<file path="src/rtl/intc_pkg.sv">
package intc_pkg;
  typedef enum logic [3:0] {
    OP_NOP       = 4'd0,
    OP_ENABLE    = 4'd1,
    OP_DISABLE   = 4'd2,
    OP_CLEAR     = 4'd3,
    OP_CLEAR_ALL = 4'd4,
    OP_CLEAR_EN  = 4'd5,
    OP_SET_PRIO  = 4'd6,
    OP_SET_RUN   = 4'd7,
    OP_SET_LOCK  = 4'd8,
    OP_REEVAL    = 4'd9
  } op_e;
endpackage

</file>
<file path="src/rtl/intc_pend_bank.sv">
module intc_pend_bank import intc_pkg::*; #(
  parameter int N_LINES = 64,
  parameter int IDX_W   = $clog2(N_LINES)
) (
  input  logic               clk_i,
  input  logic               rst_ni,
  input  logic [N_LINES-1:0] level_i,
  input  logic [N_LINES-1:0] pulse_i,
  input  logic               cmd_valid_i,
  input  op_e                op_i,
  input  logic [IDX_W-1:0]   line_i,
  output logic [N_LINES-1:0] raw_o,
  output logic [N_LINES-1:0] status_o,
  output logic [N_LINES-1:0] mask_o,
  output logic               new_pend_o,
  output logic               line_raw_o
);
  logic [N_LINES-1:0] level_q, raw_q, status_q, mask_q, evt;

  always_ff @(posedge clk_i or negedge rst_ni) begin
    if (!rst_ni) level_q <= '0;
    else         level_q <= level_i;
  end

  // hardware events only; re-evaluation pends without waking
  assign evt        = pulse_i | (level_i & ~level_q);
  assign new_pend_o = |evt;
  assign line_raw_o = raw_q[line_i];

  for (genvar gi = 0; gi < N_LINES; gi++) begin : g_line
    logic hit, pend, mask_d;
    assign hit    = cmd_valid_i && (line_i == IDX_W'(gi));
    assign pend   = evt[gi] || (hit && op_i == OP_REEVAL && level_i[gi]);
    assign mask_d = (hit && op_i == OP_ENABLE)  ? 1'b1 :
                    (hit && op_i == OP_DISABLE) ? 1'b0 : mask_q[gi];

    always_ff @(posedge clk_i or negedge rst_ni) begin
      if (!rst_ni) begin
        raw_q[gi]    <= 1'b0;
        status_q[gi] <= 1'b0;
        mask_q[gi]   <= 1'b0;
      end else begin
        mask_q[gi] <= mask_d;
        if (pend) begin
          raw_q[gi] <= 1'b1;
          if (mask_d) status_q[gi] <= 1'b1;
        end else if (cmd_valid_i && op_i == OP_CLEAR_ALL) begin
          raw_q[gi]    <= 1'b0;
          status_q[gi] <= 1'b0;
        end else if (cmd_valid_i && op_i == OP_CLEAR_EN) begin
          status_q[gi] <= 1'b0;
          if (mask_q[gi]) raw_q[gi] <= 1'b0;
        end else if (hit && op_i == OP_CLEAR) begin
          raw_q[gi]    <= 1'b0;
          status_q[gi] <= 1'b0;
        end else if (hit && op_i == OP_ENABLE && raw_q[gi]) begin
          status_q[gi] <= 1'b1;
        end
      end
    end

    assert_pulse_pends_R3: assert property (@(posedge clk_i) disable iff (!rst_ni)
      pulse_i[gi] |=> raw_q[gi]);
    assert_status_implies_raw_R8: assert property (@(posedge clk_i) disable iff (!rst_ni)
      status_q[gi] |-> raw_q[gi]);
  end

  assign raw_o    = raw_q;
  assign status_o = status_q;
  assign mask_o   = mask_q;
endmodule

</file>
<file path="src/rtl/intc_prio_regs.sv">
module intc_prio_regs import intc_pkg::*; #(
  parameter int N_LINES = 64,
  parameter int PRIO_W  = 8,
  parameter int IDX_W   = $clog2(N_LINES)
) (
  input  logic                           clk_i,
  input  logic                           rst_ni,
  input  logic                           cmd_valid_i,
  input  op_e                            op_i,
  input  logic [IDX_W-1:0]               line_i,
  input  logic [PRIO_W-1:0]              data_i,
  output logic [N_LINES-1:0][PRIO_W-1:0] prio_o
);
  for (genvar gi = 0; gi < N_LINES; gi++) begin : g_prio
    always_ff @(posedge clk_i or negedge rst_ni) begin
      if (!rst_ni)
        prio_o[gi] <= '1;
      else if (cmd_valid_i && op_i == OP_SET_PRIO && line_i == IDX_W'(gi))
        prio_o[gi] <= data_i;
    end
  end
endmodule

</file>
<file path="src/rtl/intc_arbiter.sv">
module intc_arbiter #(
  parameter int N_LINES = 64,
  parameter int PRIO_W  = 8,
  parameter int IDX_W   = $clog2(N_LINES)
) (
  input  logic                           clk_i,
  input  logic                           rst_ni,
  input  logic [N_LINES-1:0]             status_i,
  input  logic [N_LINES-1:0]             mask_i,
  input  logic [N_LINES-1:0][PRIO_W-1:0] prio_i,
  input  logic [PRIO_W:0]                run_i,
  output logic                           found_o,
  output logic [IDX_W-1:0]               idx_o
);
  logic [PRIO_W-1:0] best;

  always_comb begin
    found_o = 1'b0;
    idx_o   = '0;
    best    = '1;
    // ascending scan with strict compare keeps the lowest index on ties
    for (int i = 0; i < N_LINES; i++) begin
      if (status_i[i] && mask_i[i] && ({1'b0, prio_i[i]} < run_i) &&
          (!found_o || prio_i[i] < best)) begin
        found_o = 1'b1;
        idx_o   = IDX_W'(i);
        best    = prio_i[i];
      end
    end
  end

  assert_winner_pending_R2: assert property (@(posedge clk_i) disable iff (!rst_ni)
    found_o |-> (status_i[idx_o] && mask_i[idx_o]));
endmodule

</file>
<file path="src/rtl/prio_nest_intc.sv">
module prio_nest_intc import intc_pkg::*; #(
  parameter int N_LINES = 64,
  parameter int PRIO_W  = 8,
  localparam int IDX_W  = $clog2(N_LINES),
  localparam int RUN_W  = PRIO_W + 1
) (
  input  logic               clk_i,
  input  logic               rst_ni,
  input  logic [N_LINES-1:0] level_i,
  input  logic [N_LINES-1:0] pulse_i,
  input  logic               cmd_valid_i,
  input  logic [3:0]         cmd_op_i,
  input  logic [IDX_W-1:0]   cmd_line_i,
  input  logic [RUN_W-1:0]   cmd_data_i,
  output logic               wake_o,
  output logic               win_valid_o,
  output logic [IDX_W-1:0]   win_idx_o
);
  op_e                            op;
  logic [N_LINES-1:0]             raw, status, mask;
  logic [N_LINES-1:0][PRIO_W-1:0] prio;
  logic                           new_pend, line_raw, found, lock_q, unlock_cmd, wake_d;
  logic [RUN_W-1:0]               run_q;

  assign op = op_e'(cmd_op_i);

  intc_pend_bank #(.N_LINES(N_LINES), .IDX_W(IDX_W)) u_bank (
    .clk_i, .rst_ni, .level_i, .pulse_i, .cmd_valid_i,
    .op_i(op), .line_i(cmd_line_i),
    .raw_o(raw), .status_o(status), .mask_o(mask),
    .new_pend_o(new_pend), .line_raw_o(line_raw)
  );

  intc_prio_regs #(.N_LINES(N_LINES), .PRIO_W(PRIO_W), .IDX_W(IDX_W)) u_prio (
    .clk_i, .rst_ni, .cmd_valid_i, .op_i(op), .line_i(cmd_line_i),
    .data_i(cmd_data_i[PRIO_W-1:0]), .prio_o(prio)
  );

  intc_arbiter #(.N_LINES(N_LINES), .PRIO_W(PRIO_W), .IDX_W(IDX_W)) u_arb (
    .clk_i, .rst_ni, .status_i(status), .mask_i(mask), .prio_i(prio),
    .run_i(run_q), .found_o(found), .idx_o(win_idx_o)
  );

  assign unlock_cmd = cmd_valid_i && op == OP_SET_LOCK && !cmd_data_i[0];
  assign wake_d = (!lock_q && (new_pend || (cmd_valid_i && op == OP_ENABLE && line_raw))) ||
                  (lock_q && unlock_cmd && ((|status) || new_pend));

  always_ff @(posedge clk_i or negedge rst_ni) begin
    if (!rst_ni) begin
      lock_q <= 1'b0;
      run_q  <= RUN_W'(1) << PRIO_W;
      wake_o <= 1'b0;
    end else begin
      wake_o <= wake_d;
      if (cmd_valid_i && op == OP_SET_LOCK) lock_q <= cmd_data_i[0];
      if (cmd_valid_i && op == OP_SET_RUN)  run_q  <= cmd_data_i;
    end
  end

  assign win_valid_o = found && !lock_q;

  assert_lock_holds_wake_R6: assert property (@(posedge clk_i) disable iff (!rst_ni)
    (lock_q && !unlock_cmd) |=> !wake_o);
  assert_winner_beats_run_R10: assert property (@(posedge clk_i) disable iff (!rst_ni)
    win_valid_o |-> ({1'b0, prio[win_idx_o]} < run_q));
  assert_unused_raw_R5: assert property (@(posedge clk_i) disable iff (!rst_ni)
    (win_valid_o && !lock_q) |-> raw[win_idx_o]);
endmodule

</file>
<file path="config.mk">
export PLATFORM = sky130hd
export DESIGN_NAME = prio_nest_intc
export DESIGN_NICKNAME = d
export VERILOG_FILES = /design/src/rtl/intc_pkg.sv /design/src/rtl/intc_pend_bank.sv /design/src/rtl/intc_prio_regs.sv /design/src/rtl/intc_arbiter.sv /design/src/rtl/prio_nest_intc.sv
export SDC_FILE = /design/constraint.sdc
export NUM_CORES = 2
export LEC_CHECK = 0
export BUFFER_PORTS_ARGS = -buffer_cell sky130_fd_sc_hd__buf_2
export CELL_PAD_IN_SITES_DETAIL_PLACEMENT = 0
export CELL_PAD_IN_SITES_GLOBAL_PLACEMENT = 2
export CORE_MARGIN = 4
export CORE_UTILIZATION = 44
export CTS_CLUSTER_SIZE = 30
export DETAILED_ROUTE_END_ITERATION = 12
export PLACE_DENSITY_LB_ADDON = 0.1
export SETUP_SLACK_MARGIN = 0.1
export SYNTH_ARGS = -nofsm -noshare
export SYNTH_HDL_FRONTEND = slang
export SYNTH_SLANG_ARGS = --single-unit
</file>
<file path="constraint.sdc">
create_clock -name clk_i -period 219 [get_ports clk_i]
set_input_delay 21.9 -clock clk_i [delete_from_list [all_inputs] [get_ports clk_i]]
set_output_delay 21.9 -clock clk_i [all_outputs]
set_load 0.1 [all_outputs]
</file>
Word-level counts from Yosys, hierarchy flattened. Cells that the tools add are included.

$lt $le $gt $ge: 128. Equal/unequal tests: 200. Mux-type cells: 1024. Bitwise gates (word level): 3. Reductions and logical operators: 1169.

Operator list (count): two-way mux 1 bit (898); logical AND 1 bit (715); < comparator 8 x 9 -> 1 bit (64); < comparator 8 bit (63); two-way mux 8 bit (63); nonzero test 5 bit (64); inequality test 4 x 1 -> 1 bit, second input constant (64); AND reduction 2 bit (128); nonzero test 4 bit (64); == test 6 bit, second input constant (32); two-way mux 6 bit (32); logical OR 1 bit (130); inequality test 2 bit, second input constant (64); OR reduction 64 bit (2); == test 6 x 5 -> 1 bit, second input constant (16); two-way mux 5 bit (16); zero test 1 bit (65); bitwise AND 64 bit (1); NOT 64 bit (1); bitwise OR 64 bit (1); == test 6 x 4 -> 1 bit, second input constant (8); two-way mux 4 bit (8); == test 6 x 3 -> 1 bit, second input constant (4); == test 4 x 3 -> 1 bit, second input constant (4); 10 further kinds (17).

Flip-flop bits (word level): 779.

Logic depth before layout (Yosys ltp).
Depth in word-level cells: 256. Gate-level depth with buffers: 766.

Modules after synthesis. A second synthesis with hierarchy kept.

Cells, all modules: 7421. Area total of the unflattened synthesis: 70101.0 µm².

By module, submodules not included: intc_arbiter (times used 1, cells each 4802, area an instance 35424.0 µm²); intc_prio_regs (times used 1, cells each 1206, area an instance 20806.2 µm²); intc_pend_bank (times used 1, cells each 1359, area an instance 13210.2 µm²); prio_nest_intc (times used 1, cells each 54, area an instance 660.6 µm²).

Worst setup path after synthesis. Ideal clock, no wire load.

Path kind: reg2out. From: register run_q[6]. To: output port win_idx_o[3]. Data arrival time: 122.188 ns. Data required time: 197.100 ns. Path slack: 74.912 ns. Cell stages (with the launch flop): 715. Buffers on the path: 67. Cells stage by stage: dfrtp_1 inv_1 ha_1 a21o_1 a221o_1 a21o_1 buf_4 nor2_1 ha_1 a211oi_1 o21a_1 a21boi_1 o211ai_1 nand2_1 clkbuf_1 nand2_1 o21ai_0 inv_1 [679 not listed] nand2b_1 a21oi_1 nand4_1 a21oi_2 nor3_4 buf_4 mux2i_1 ha_1 and4_1 nand2_1 a21oi_1 o31ai_1 nand3_1 a21oi_1 nand4_1 a21oi_1 nor3_2 nand4bb_1.

Cells in the longest elaborated chain, start to end: 255. Elaborated cells on any way between the ends: 562.

Ends and longest elaborated chain: from (decl) (RTL line prio_nest_intc.sv:23) `logic [RUN_W-1:0] run_q;`; from (signal assigned) (RTL line prio_nest_intc.sv:51) `run_q <= RUN_W'(1) << PRIO_W;`; from (signal assigned) (RTL line prio_nest_intc.sv:56) `if (cmd_valid_i && op == OP_SET_RUN) run_q <= cmd_data_i;`; < comparator 8 x 9 -> 1 bit (RTL line intc_arbiter.sv:23) `if (status_i[i] && mask_i[i] && ({1'b0, prio_i[i]} < run_i) &&`; logical AND 1 bit (RTL line intc_arbiter.sv:23); two-way mux 8 bit / two-way mux 1 bit (equally long branches) (RTL line intc_arbiter.sv:23); < comparator 8 bit / zero test 1 bit (equally long branches) (RTL line intc_arbiter.sv:24) `(!found_o || prio_i[i] < best)) begin`; logical OR 1 bit (RTL line intc_arbiter.sv:24); logical AND 1 bit (RTL line intc_arbiter.sv:23); two-way mux 8 bit / two-way mux 1 bit (equally long branches) (RTL line intc_arbiter.sv:23); < comparator 8 bit / zero test 1 bit (equally long branches) (RTL line intc_arbiter.sv:24); [239 not listed]; < comparator 8 bit / zero test 1 bit (equally long branches) (RTL line intc_arbiter.sv:24); logical OR 1 bit (RTL line intc_arbiter.sv:24); logical AND 1 bit (RTL line intc_arbiter.sv:23); two-way mux 8 bit / two-way mux 1 bit (equally long branches) (RTL line intc_arbiter.sv:23); < comparator 8 bit / zero test 1 bit (equally long branches) (RTL line intc_arbiter.sv:24); logical OR 1 bit (RTL line intc_arbiter.sv:24); logical AND 1 bit (RTL line intc_arbiter.sv:23); two-way mux 6 bit (*) (RTL line intc_arbiter.sv:23); to (decl) (RTL line prio_nest_intc.sv:17) `output logic [IDX_W-1:0] win_idx_o`.

Every way passes the cells marked *; elsewhere a longest branch is shown, timed or not.

Worst setup path in the final report.
From: register run_q[7]. To: output port win_idx_o[0].

Same word-level chain as after synthesis.

==> flow_summary.json <==
{
  "r2r_slack_ps": 216100,
  "postCtsSetupBuffers": 0,
  "numCtsBuffers": 98,
  "clock-root-buffer": "clkbuf_16",
  "clockBufferDepth": 3,
  "p_comb_share_pct": 36.3,
  "fin_cells": 9636,
  "vias": 59107,
  "ioPinCount": 158,
  "cts_resized": 0,
  "worst_slew_pin_slew_ps": 1243,
  "grt_pass1_wl_um": 380100,
  "max_freq_ghz": 0.006054,
  "dr.pass1.iters": 5,
  "syn_inst": 7413,
  "ant_nets": 0,
  "num_rows": 142,
  "swShare_pct": 39.39,
  "final.setup.tns_ps": 0,
  "cp.arrival_ps": 143280,
  "synth_edf_count": 0,
  "peakVddDrop_v": 0.000008842,
  "cts_max_level": 3,
  "relSlewSlack_pct": 16.49,
  "cts_hold_buf": 0,
  "start_kind": "flip-flop",
  "skew_ps": 16.71,
  "clock_latency_ps": 730,
  "crit_buf_inv": 37,
  "fin_area_um2": 72480,
  "dp_hpwl_um": 191700,
  "whs_path_depth": 2,
  "clock-sinks": 779,
  "initialDrtViolationCount": 5090,
  "r2r-start": "u_bank.status_o[0]",
  "die_height_um": 395.9,
  "core-area_um2": 149800,
  "worstSetupPathDepth": 646,
  "finalCriticalPeriod_ps": 165180,
  "synthToLayoutAreaGrowth_pct": 9.465,
  "syn-cell-area_um2": 66210,
  "required_ps": 197100,
  "rr_worst_depth": 5,
  "intPower_uw": 317.0,
  "path_class": "reg -> out",
  "yosysWarningCount": 0,
  "min_to": "u_bank.raw_o[4]",
  "ys_seq_area_share_pct": 30.41,
  "slew_violations": 0,
  "max_stage_delay_ps": 920,
  "final_common_cell": "o21ai_0",
  "synthMuxAreaShare_pct": 11.33,
  "synth_nets": 8330,
  "nets": 8428,
  "syn_area_per_cell_um2": 8.932,
  "antenna_found_initial": 50,
  "cts_tree": "built",
  "place_inst": 9427,
  "drive_above_1_share_pct": 21.61,
  "die_area_um2": 156800,
  "synth_top_family_by_area": "compound AO/OA/AOI/OAI gates",
  "numPortBuffers": 157,
  "place_area_um2": 69070,
  "die_width_um": 395.9,
  "min_period_over_period_pct": 75.43,
  "hold_viol": 0,
  "yosys.area_share.simple_pct": 15.48,
  "finalSetupViolations": 0,
  "pwr-share-clk_pct": 32.8,
  "rsz0062_at_grt": "false",
  "synthArstFlopShare_pct": 100.0,
  "finalPower_uw": 523.1,
  "synth_xor_area_share_pct": 0.3439,
  "endpoint_kind": "output pin",
  "critPathMaxFanout": 28,
  "clkSlewWorstSetupHoldPaths_ps": 60,
  "initial_core_util_pct": 44.21,
  "fillCellCount": 14382,
  "synth_fa_ha_area_share_pct": 15.03,
  "via_per_inst": 6.134,
  "leakage_nw": 34.34,
  "ys_ff_latch": 779,
  "hold_path_class": "reg -> reg",
  "p_sw_uw": 206.0,
  "yosysUniqueCellTypes": 160,
  "synth_compound_area_share_pct": 23.03,
  "drv_cap": 0,
  "p_per_area_nw_per_um2": 7.217,
  "final_cell_mix": "o21ai_0, ha_1, nand2_1, a21oi_1, dfstp_2",
  "first_global_vias": 57505,
  "critPathTopFamily": "compound AO/OA/AOI/OAI gates",
  "seq_power_share_pct": 30.9,
  "grt_remaining_overflow": 0,
  "wire_per_inst_um": 26.73,
  "grtUsageTotal_pct": 31.93,
  "drc": 0,
  "critPathSlowestCell": "o21ai_1",
  "gp_routability_congestion": 0.9635,
  "grt_max_degree": 145,
  "run_status": "completed",
  "crit_top_cell": "a21oi_1",
  "holdWs_ps": 504.2,
  "hold_path_startpoint": "u_bank.raw_o[4]",
  "r2r-end": "wake_o",
  "synthFlopType": "dfstp_2",
  "totalWireLength_um": 257600
}
==> Yosys cell counts (25+ instances only) <==
library cell | number | area, µm²
nor2_1 | 371 | 1393
and2_1 | 53 | 331.6
a21oi_1 | 650 | 3253
o211ai_1 | 93 | 698.2
o21a_1 | 71 | 533.0
a21boi_0 | 48 | 360.4
mux2i_1 | 132 | 1321
dfstp_2 | 513 | 13480
nand2_1 | 741 | 2781
inv_1 | 419 | 1573
or2_2 | 26 | 162.7
mux2_2 | 468 | 5270
maj3_1 | 32 | 320.3
nor2b_1 | 145 | 907.1
buf_6 | 26 | 292.8
a21o_1 | 124 | 930.9
o21ai_0 | 834 | 4174
o21ai_1 | 31 | 155.2
clkbuf_1 | 173 | 649.4
dfrtp_1 | 266 | 6656
nor3_1 | 70 | 350.3
or3_1 | 28 | 175.2
o31ai_1 | 25 | 187.7
ha_1 | 767 | 9597
and3_1 | 48 | 300.3
nand4_1 | 121 | 757.0
and4_1 | 33 | 289.0
o22ai_1 | 59 | 369.1
a211oi_1 | 41 | 307.8
a31oi_1 | 42 | 262.8
nand2b_1 | 191 | 1195
nor4_1 | 56 | 350.3
nand3_1 | 95 | 475.5
==> routing by layer <==
| layer | vias up | GRT usage, % | wire length (µm) |
|---|---|---|---|
| li1 | 27662 | - | - |
| met1 | 29108 | 43.09 | 113500 |
| met2 | 1893 | 51.32 | 116500 |
| met3 | 420 | 5.837 | 17940 |
| met4 | 24 | 11.28 | 9476 |
| met5 | - | 0 | 157 |
==> worst reg2reg max path: stages (launching register included) <==
cell	delay, ps
dfrtp_1	450
nor4_2	960
nand4_1	530
nor4_1	540
a211o_1	200
a21oi_1	70
==> registers in the layout (all words and copies together), names as in the netlist <==
| signal | flops |
|---|---|
| u_bank.raw_o | 64 |
| run_q | 9 |
| u_bank.level_q | 64 |
| u_bank.mask_o | 64 |
| wake_o | 1 |
| u_bank.status_o | 64 |
| u_prio.prio_o | 512 |
| lock_q | 1 |
==> power by group through the flow <==
stage	Sequential [mW]	Clock [mW]	Combinational (mW)
5_1_grt	0.162	0.181	0.213
2_1_floorplan	0.158	0	0.125
4_1_cts	0.161	0.175	0.190
3_5_place_dp	0.163	0	0.188
6_report	0.162	0.172	0.190
3_3_place_gp	0.163	0	0.186
==> area by class of cell <==
cell class / instances / area (µm²) / area share, %
multi-input combinational: 5961 / 43280 / 59.71
sequential: 779 / 20140 / 27.79
clock buffer: 142 / 2890 / 3.988
tap: 2016 / 2522 / 3.480
inverter: 422 / 1612 / 2.223
timing repair buffer: 249 / 1519 / 2.096
clock inverter: 42 / 452.9 / 0.6249
antenna: 25 / 62.56 / 0.08631
==> metrics by stage <==
step | utilization [%] | setup slack [ps]
after global placement | 46.12 | 58750
after CTS | 48.35 | 54690
after global routing | 48.36 | 39640
after detailed placement | 46.12 | 56040
final | 48.39 | 53820
after floorplan | - | 74910
==> worst max-delay path by stage <==
| stage | startpoint | endpoint | slack (ps) |
|---|---|---|---|
| after floorplan | run_q[6] | win_idx_o[3] | 74910 |
| after global placement | run_q[8] | win_idx_o[0] | 58750 |
| after detailed placement | run_q[8] | win_idx_o[0] | 56040 |
| after CTS | run_q[8] | win_idx_o[0] | 54690 |
| after global routing | run_q[7] | win_idx_o[0] | 39640 |
| final | run_q[7] | win_idx_o[0] | 53820 |
==> kinds of logic (layout without fill, tap and decap cells) <==
kind of cell / Yosys count / count (layout)
xor gates and xnor gates: 26 / 26
muxes: 652 / 652
AOI/OAI and AO/OA: 2411 / 2411
and+or+nand+nor: 2070 / 2070
adders and majority gates: 802 / 802
other: 0 / 25
buffers and inverters: 673 / 855
DFF: 779 / 779
No activity file was read; power rests on OpenSTA's default activity.
